$ cat config.mk
export PLATFORM = sky130hd
export DESIGN_NAME = eth_rx_addr_filter
export DESIGN_NICKNAME = d
export VERILOG_FILES = /design/src/rtl/eth_rx_addr_filter.sv
export SDC_FILE = /design/constraint.sdc
export NUM_CORES = 1
export LEC_CHECK = 0
export ABC_AREA = 1
export BUFFER_PORTS_ARGS = -buffer_cell sky130_fd_sc_hd__clkbuf_2
export CAP_MARGIN = 20
export CORE_ASPECT_RATIO = 1.1
export CORE_MARGIN = 10
export CORE_UTILIZATION = 60
export DETAILED_ROUTE_END_ITERATION = 10
export GPL_ROUTABILITY_DRIVEN = 0
export PLACE_DENSITY = 0.83
export SYNTH_ARGS = -nofsm -noshare
export SYNTH_HDL_FRONTEND = slang
export SYNTH_SLANG_ARGS = --single-unit
$ cat constraint.sdc
create_clock -name clk -period 5.2 [get_ports clk]
set_input_delay 0.52 -clock clk [delete_from_list [all_inputs] [get_ports clk]]
set_output_delay 0.52 -clock clk [all_outputs]
set_load 0.1 [all_outputs]
$ cat src/rtl/eth_rx_addr_filter.sv
module eth_rx_addr_filter #(
  parameter int NUM_SLOTS = 4,
  parameter int HASH_BITS = 6
) (
  input  logic        clk,
  input  logic        rst_n,
  input  logic        rx_valid,
  input  logic        rx_sof,
  input  logic [7:0]  rx_data,
  input  logic        cfg_we,
  input  logic [7:0]  cfg_addr,
  input  logic [31:0] cfg_wdata,
  output logic        verdict_valid,
  output logic        verdict_pass,
  output logic [2:0]  verdict_reason
);
  localparam int TBL_BITS   = 1 << HASH_BITS;
  localparam int HASH_WORDS = (TBL_BITS + 31) / 32;
  localparam int SLOT_BASE  = 1 + HASH_WORDS;

  localparam logic [2:0] RS_MISS    = 3'd0;
  localparam logic [2:0] RS_EXACT   = 3'd1;
  localparam logic [2:0] RS_HASH    = 3'd2;
  localparam logic [2:0] RS_BCAST   = 3'd3;
  localparam logic [2:0] RS_PROMISC = 3'd4;

  function automatic logic [31:0] crc_step(input logic [31:0] c, input logic [7:0] d);
    logic [31:0] r;
    r = c ^ {24'h0, d};
    for (int k = 0; k < 8; k++)
      r = r[0] ? ((r >> 1) ^ 32'hEDB88320) : (r >> 1);
    return r;
  endfunction

  logic [3:0]                 mode_q;
  logic [HASH_WORDS*32-1:0]   hash_tbl;
  logic [47:0]                slot_q [NUM_SLOTS];
  logic [2:0]                 cnt_q;
  logic [47:0]                addr_q;
  logic [31:0]                crc_q;
  logic                       done_q;

  wire promisc   = mode_q[0];
  wire recv_all  = mode_q[1];
  wire hash_en   = mode_q[2];
  wire bc_block  = mode_q[3];

  always_ff @(posedge clk) begin
    if (!rst_n) begin
      mode_q   <= '0;
      hash_tbl <= '0;
      for (int s = 0; s < NUM_SLOTS; s++) slot_q[s] <= '0;
    end else if (cfg_we) begin
      if (cfg_addr == 8'd0) mode_q <= cfg_wdata[3:0];
      for (int w = 0; w < HASH_WORDS; w++)
        if (int'(cfg_addr) == 1 + w) hash_tbl[w*32 +: 32] <= cfg_wdata;
      for (int s = 0; s < NUM_SLOTS; s++) begin
        if (int'(cfg_addr) == SLOT_BASE + 2*s)     slot_q[s][31:0]  <= cfg_wdata;
        if (int'(cfg_addr) == SLOT_BASE + 2*s + 1) slot_q[s][47:32] <= cfg_wdata[15:0];
      end
    end
  end

  always_ff @(posedge clk) begin
    if (!rst_n) begin
      cnt_q  <= 3'd0;
      addr_q <= '0;
      crc_q  <= '1;
      done_q <= 1'b0;
    end else begin
      done_q <= 1'b0;
      if (rx_valid) begin
        if (rx_sof) begin
          crc_q  <= crc_step(32'hFFFFFFFF, rx_data);
          addr_q <= {addr_q[39:0], rx_data};
          cnt_q  <= 3'd1;
        end else if (cnt_q != 3'd0 && cnt_q < 3'd6) begin
          crc_q  <= crc_step(crc_q, rx_data);
          addr_q <= {addr_q[39:0], rx_data};
          cnt_q  <= cnt_q + 3'd1;
          if (cnt_q == 3'd5) done_q <= 1'b1;
        end
      end
    end
  end

  logic [HASH_BITS-1:0] hidx;
  logic                 slot_hit;
  logic [2:0]           filt_reason;
  wire  [31:0]          crc_fin  = ~crc_q;
  wire                  is_mcast = addr_q[40];
  wire                  is_bcast = &addr_q;

  always_comb begin
    for (int j = 0; j < HASH_BITS; j++) hidx[HASH_BITS-1-j] = crc_fin[j];
    slot_hit = 1'b0;
    for (int s = 0; s < NUM_SLOTS; s++)
      if (slot_q[s] != 48'h0 && slot_q[s] == addr_q) slot_hit = 1'b1;
    if (!is_mcast)     filt_reason = slot_hit ? RS_EXACT : RS_MISS;
    else if (is_bcast) filt_reason = bc_block ? RS_MISS : RS_BCAST;
    else               filt_reason = (hash_en && hash_tbl[hidx]) ? RS_HASH : RS_MISS;
  end

  assign verdict_valid  = done_q;
  assign verdict_pass   = promisc | recv_all | (filt_reason != RS_MISS);
  assign verdict_reason = promisc ? RS_PROMISC : filt_reason;


  pulse_once_chk: assert property (@(posedge clk) disable iff (!rst_n)
    verdict_valid |=> !verdict_valid);

  after_sixth_chk: assert property (@(posedge clk) disable iff (!rst_n)
    verdict_valid |-> cnt_q == 3'd6);

  promisc_pass_chk: assert property (@(posedge clk) disable iff (!rst_n)
    (verdict_valid && promisc) |-> (verdict_pass && verdict_reason == RS_PROMISC));

  hash_needs_en_chk: assert property (@(posedge clk) disable iff (!rst_n)
    (verdict_valid && verdict_reason == RS_HASH) |-> (hash_en && is_mcast && !is_bcast));

  exact_unicast_chk: assert property (@(posedge clk) disable iff (!rst_n)
    (verdict_valid && verdict_reason == RS_EXACT) |-> !is_mcast);

  drop_is_miss_chk: assert property (@(posedge clk) disable iff (!rst_n)
    (verdict_valid && !verdict_pass) |-> verdict_reason == RS_MISS);
endmodule

# Word-level counts from Yosys, hierarchy flattened
# Memory sizes are Yosys's and may differ from the RTL's.
# Cells that the tools add are included.
[word_totals]
register_bits = 152
ram_bits = 192
elab_cells = 154
memories = 1
[mem_list]
columns = ["name", "words", "width", "read_ports", "rd_ports_with_merged_regs", "write_ports", "line", "rtl"]
rows = [
  ["slot_q", 4, 48, 4, 0, 4, "37", "logic [47:0] slot_q [NUM_SLOTS];"],
]
[op_classes]
add_sub_neg = 1
magnitude_cmp = 2
eq_ne = 15
muxes = 76
bitwise_logic = 32
reduce_logical = 20
[op_table]
columns = ["operator", "count"]
rows = [
  ["$mux W32", 22],
  ["$not A13 Y14", 16],
  ["$eq A48 B48 Y1", 4],
  ["$reduce_bool A48 Y1", 4],
  ["$mux W48", 2],
  ["$mux W16", 4],
  ["$reduce_and A48 Y1", 1],
  ["$mux W1", 40],
  ["$eq A8 B4 Y1 const B", 4],
  ["$not A8 Y32", 1],
  ["$xor A32 B8 Y32", 1],
  ["$eq A8 B5 Y1 const B", 3],
  ["$eq A8 B3 Y1 const B", 2],
  ["$or A1 B1 Y1", 10],
  ["$mux W3", 3],
  ["$eq A8 B2 Y1 const B", 1],
  ["$logic_not A8 Y1", 1],
  ["$mux W2", 4],
  ["$reduce_and A2 Y1", 4],
  ["$lt A6 B7 Y1 const B", 1],
  ["$bmux W1 S6", 1],
  ["$logic_and A1 B1 Y1", 6],
  ["$not A6 Y6", 1],
  ["$reduce_bool A3 Y1", 2],
  ["other kinds (6)", 8],
]

# Longest topological paths before layout
[depth]
ltp_word = 19
mapped_depth = 16
mapped_depth_nobuf = 16

# Least setup slack after synthesis
# Ideal clock, no wire load.
[synth_path]
path_kind = "input to register"
from = "in cfg_addr[5]"
to = "mem slot_q[0][0] (enable)"
setup_ps = 466
arrival_time_ps = 3301
t_required_ps = 4734
slack_ps = 1433
path_stages = 3
path_buffers = 0
cell_sequence = "nor4_1 > nand3_1 > o21ai_0"
[synth_rtl]
columns = ["element", "line", "rtl"]
rows = [
  ["start, declared", "11", "input logic [7:0] cfg_addr,"],
  ["end, declared", "37", ""],
]

# Final worst setup path
[layout_path]
from = "reg crc_q[4]"
to = "out verdict_reason[1]"
[layout_via]
elab_chain_cells = 8
[layout_rtl]
columns = ["element", "line", "rtl"]
rows = [
  ["start, declared", "40", "logic [31:0] crc_q;"],
  ["start signal, assigned", "74", "crc_q <= crc_step(32'hFFFFFFFF, rx_data);"],
  ["start signal, assigned", "78", "crc_q <= crc_step(crc_q, rx_data);"],
  ["$not A6 Y6", "90", "wire [31:0] crc_fin = ~crc_q;"],
  ["$bmux W1 S6", "101", "else filt_reason = (hash_en && hash_tbl[hidx]) ? RS_HASH : RS_MISS;"],
  ["$mux W1 (not written as such)", "101", ""],
  ["$logic_and A1 B1 Y1", "101", ""],
  ["$mux W2", "101", ""],
  ["$mux W2", "100", "else if (is_bcast) filt_reason = bc_block ? RS_MISS : RS_BCAST;"],
  ["$mux W2", "99", "if (!is_mcast) filt_reason = slot_hit ? RS_EXACT : RS_MISS;"],
  ["$mux W3", "106", "assign verdict_reason = promisc ? RS_PROMISC : filt_reason;"],
  ["end, declared", "15", "output logic [2:0] verdict_reason"],
]
# Every way passes these cells. The select of a mux whose other input is x is not followed.

==> flow_metrics.env <==
export IMPL_start_util_pct=60.8
export IMPL_die_area_mm2=0.0372
export IMPL_synth_area_mm2=0.0179
export IMPL_hold_viol=0
export IMPL_crit_start="crc_q[4]$_SDFFE_PN1P_"
export IMPL_clkLatencyLatePin_ns=0.53
export IMPL_hold_start="cfg_wdata[3]"
export IMPL_crit_top_cell="nand3_1"
export IMPL_synth_edff_count=192
export IMPL_avgSynthCellArea_um2=7.98
export IMPL_wl_per_cell_um=21.1
export IMPL_ant_nets=0
export IMPL_cp_slowest_cell="dfxtp_1"
export IMPL_slew_viol_final=0
export IMPL_crit_type="reg -> out"
export IMPL_synth_seq_cells=344
export IMPL_relSlewSlack_pct=34.5
export IMPL_die_y_um=201
export IMPL_drive_above_1_share_pct=6.49
export IMPL_drt_initial_drc_count=2718
export IMPL_cts_made_buffers=36
export IMPL_cp_max_fo=19
export IMPL_cts_sinks=344
export IMPL_dr_total_vias=15800
export IMPL_setup_viol=0
export IMPL_finalNetCount=2280
export IMPL_final_cell_mix="nand2_1, nor2_1, edfxtp_1, xnor2_1, inv_1"
export IMPL_cts_path_max_buffers=3
export IMPL_cts_hold_buf=0
export IMPL_post_cts_setup_buffers=0
export IMPL_final_common_cell="nand2_1"
export IMPL_n_antenna_cell=0
export IMPL_grt_pass1_vias=15100
export IMPL_min_period_over_period_pct=78.1
export IMPL_dpl_cell_area_mm2=0.0183
export IMPL_crit_chain="clkinv_1 -> nand3_1 -> nand3_1 -> nand2_1 -> nand2_1 -> nand3_1 -> o21ai_0 -> nand2_1 -> nand3_1 -> a21oi_1 -> clkbuf_2"
export IMPL_power_leakage_uw=0.00777
export IMPL_root_buffer="clkbuf_16"
export IMPL_setup_tns_ns=0
export IMPL_rsz0062_at_grt="no"
export IMPL_min_period_ns=4.06
export IMPL_async_flop_share_pct=0
export IMPL_detail_route_vias_per_cell=6.00
export IMPL_fin_worst_skew_ns=0.0184
export IMPL_design_area_mm2=0.0195
export IMPL_syn_inst=2246
export IMPL_cp_arrival_ns=3.54
export IMPL_worstMarginPinSlew_ns=0.982
export IMPL_totalWireLength_mm=55.4
export IMPL_cts_resized=0
export IMPL_fmax_mhz=246
export IMPL_path_clk_slew_ns=0.07
export IMPL_h_tree_depth=2
export IMPL_min_delay_path_class="in -> reg"
export IMPL_maxCapViolCount=0
export IMPL_ys_warn_count=0
export IMPL_p_per_area_mw_per_mm2=370
export IMPL_first_pass_iters=6
export IMPL_grt_pass1_wl_mm=84.7
export IMPL_grt_overflow=0
export IMPL_worst_setup_path_start_kind="flop"
export IMPL_dp_hpwl_mm=38.3
export IMPL_cts_tree="built"
export IMPL_syn_nets=2302
export IMPL_track_usage_pct=29.2
export IMPL_r2r_start="crc_q[4]$_SDFFE_PN1P_"
export IMPL_drcViolationCount=0
export IMPL_core_area_mm2=0.0295
export IMPL_endpoint_kind="primary output"
export IMPL_rows=66
export IMPL_slowest_delay_ns=0.76
export IMPL_peakVddDrop_v=0.000300
export IMPL_area_delta_synth_final_pct=8.82
export IMPL_port_buffers=57
export IMPL_seq_area_frac_synth_pct=49.1
export IMPL_antenna_found_initial=0
export IMPL_critPathRequiredTime_ns=4.68
export IMPL_die_w_um=185
export IMPL_status="finished clean"
export IMPL_grt_start_max_net_pins=98
export IMPL_ys_flop_type="edfxtp_1"
export IMPL_io_pins=58
export IMPL_ys_types=38
-- where the power goes --
group	switching [uW]	leakage (uW)	total, uW	internal [uW]
Combinational	825	0.00412	1290	466
Clock	1100	0.000578	2650	1550
Sequential	258	0.00307	3290	3030
Total	2180	0.00777	7220	5050
-- worst max-delay path: cells and delay by family, from the launching register on --
kind	cells	cell delay, ns
buf+inv	2	1.15
simple gates	7	0.79
flops	1	0.76
compound gates	2	0.30
-- area by class of cell --
class                      count  area (um2)
clock inverter                13         189
clock buffer                  52        1000
multi-input combinational   1592        7960
tap                          374         468
timing repair buffer          71         405
sequential                   344        8810
inverter                     179         673
fill                        2287        9980
-- synthesized netlist by cell type, types with 4 or more instances --
| cell | instances | area (um2) |
|---|---|---|
| a211oi_1 | 10 | 75.1 |
| clkinv_1 | 17 | 63.8 |
| clkbuf_1 | 119 | 447 |
| o22ai_1 | 5 | 31.3 |
| o211ai_1 | 12 | 90.1 |
| dfxtp_1 | 152 | 3040 |
| or2_2 | 4 | 25.0 |
| buf_1 | 6 | 22.5 |
| o21ai_0 | 143 | 716 |
| nor3_1 | 10 | 50.1 |
| nand3b_1 | 4 | 30.0 |
| nand4_1 | 28 | 175 |
| inv_2 | 4 | 15.0 |
| buf_2 | 4 | 20.0 |
| edfxtp_1 | 192 | 5770 |
| inv_1 | 158 | 593 |
| nand3_1 | 93 | 465 |
| nor2_1 | 406 | 1520 |
| xnor2_1 | 168 | 1470 |
| a21oi_1 | 126 | 631 |
| nand2_1 | 503 | 1890 |
| xor2_1 | 53 | 464 |
| nand2_2 | 5 | 31.3 |
-- metal layers --
metal | GRT usage [%] | up-vias | routed length [um]
li1 | - | 7132 | -
met1 | 37.1 | 7244 | 19600
met2 | 44.9 | 1147 | 24800
met3 | 6.07 | 239 | 7180
met4 | 17.4 | 0 | 3840
met5 | 0 | - | 0
-- final timing paths --
check                           end  slack (ns)  cells after the start
max               verdict_reason[1]        1.14                     11
min          mode_q[3]$_SDFFE_PN0P_        0.34                      3
min reg2reg  mode_q[3]$_SDFFE_PN0P_        0.46                      2
max reg2reg  crc_q[16]$_SDFFE_PN1P_        2.10                     11
-- kinds of logic after synthesis --
kind of cell    after synthesis  synth area share [%]
simple gates               1058                  23.6
flops                       344                  49.1
fa+ha+maj                     3                 0.209
buf+inv                     310                  6.56
compound gates              304                  8.96
xor+xnor                    227                  11.5
-- registers in the layout, indices dropped and copies added (netlist names) --
register       flops
slot_q           192
hash_tbl          64
addr_q            48
crc_q             32
mode_q             4
cnt_q              3
verdict_valid      1
-- stage by stage --
step	std cells	total power, uW	hold WS (ns)	utilization, %	setup slack, ns
after floorplan	2246	4180	0.430	-	1.43
after global placement	2559	4530	0.441	62.1	1.89
after detailed placement	2559	4570	0.449	62.1	1.82
after CTS	2624	7150	0.332	66.1	1.25
after global routing	2625	7430	0.379	66.2	0.947
final	2625	7220	0.338	66.2	1.14
Power figures use the tool's default switching activity.
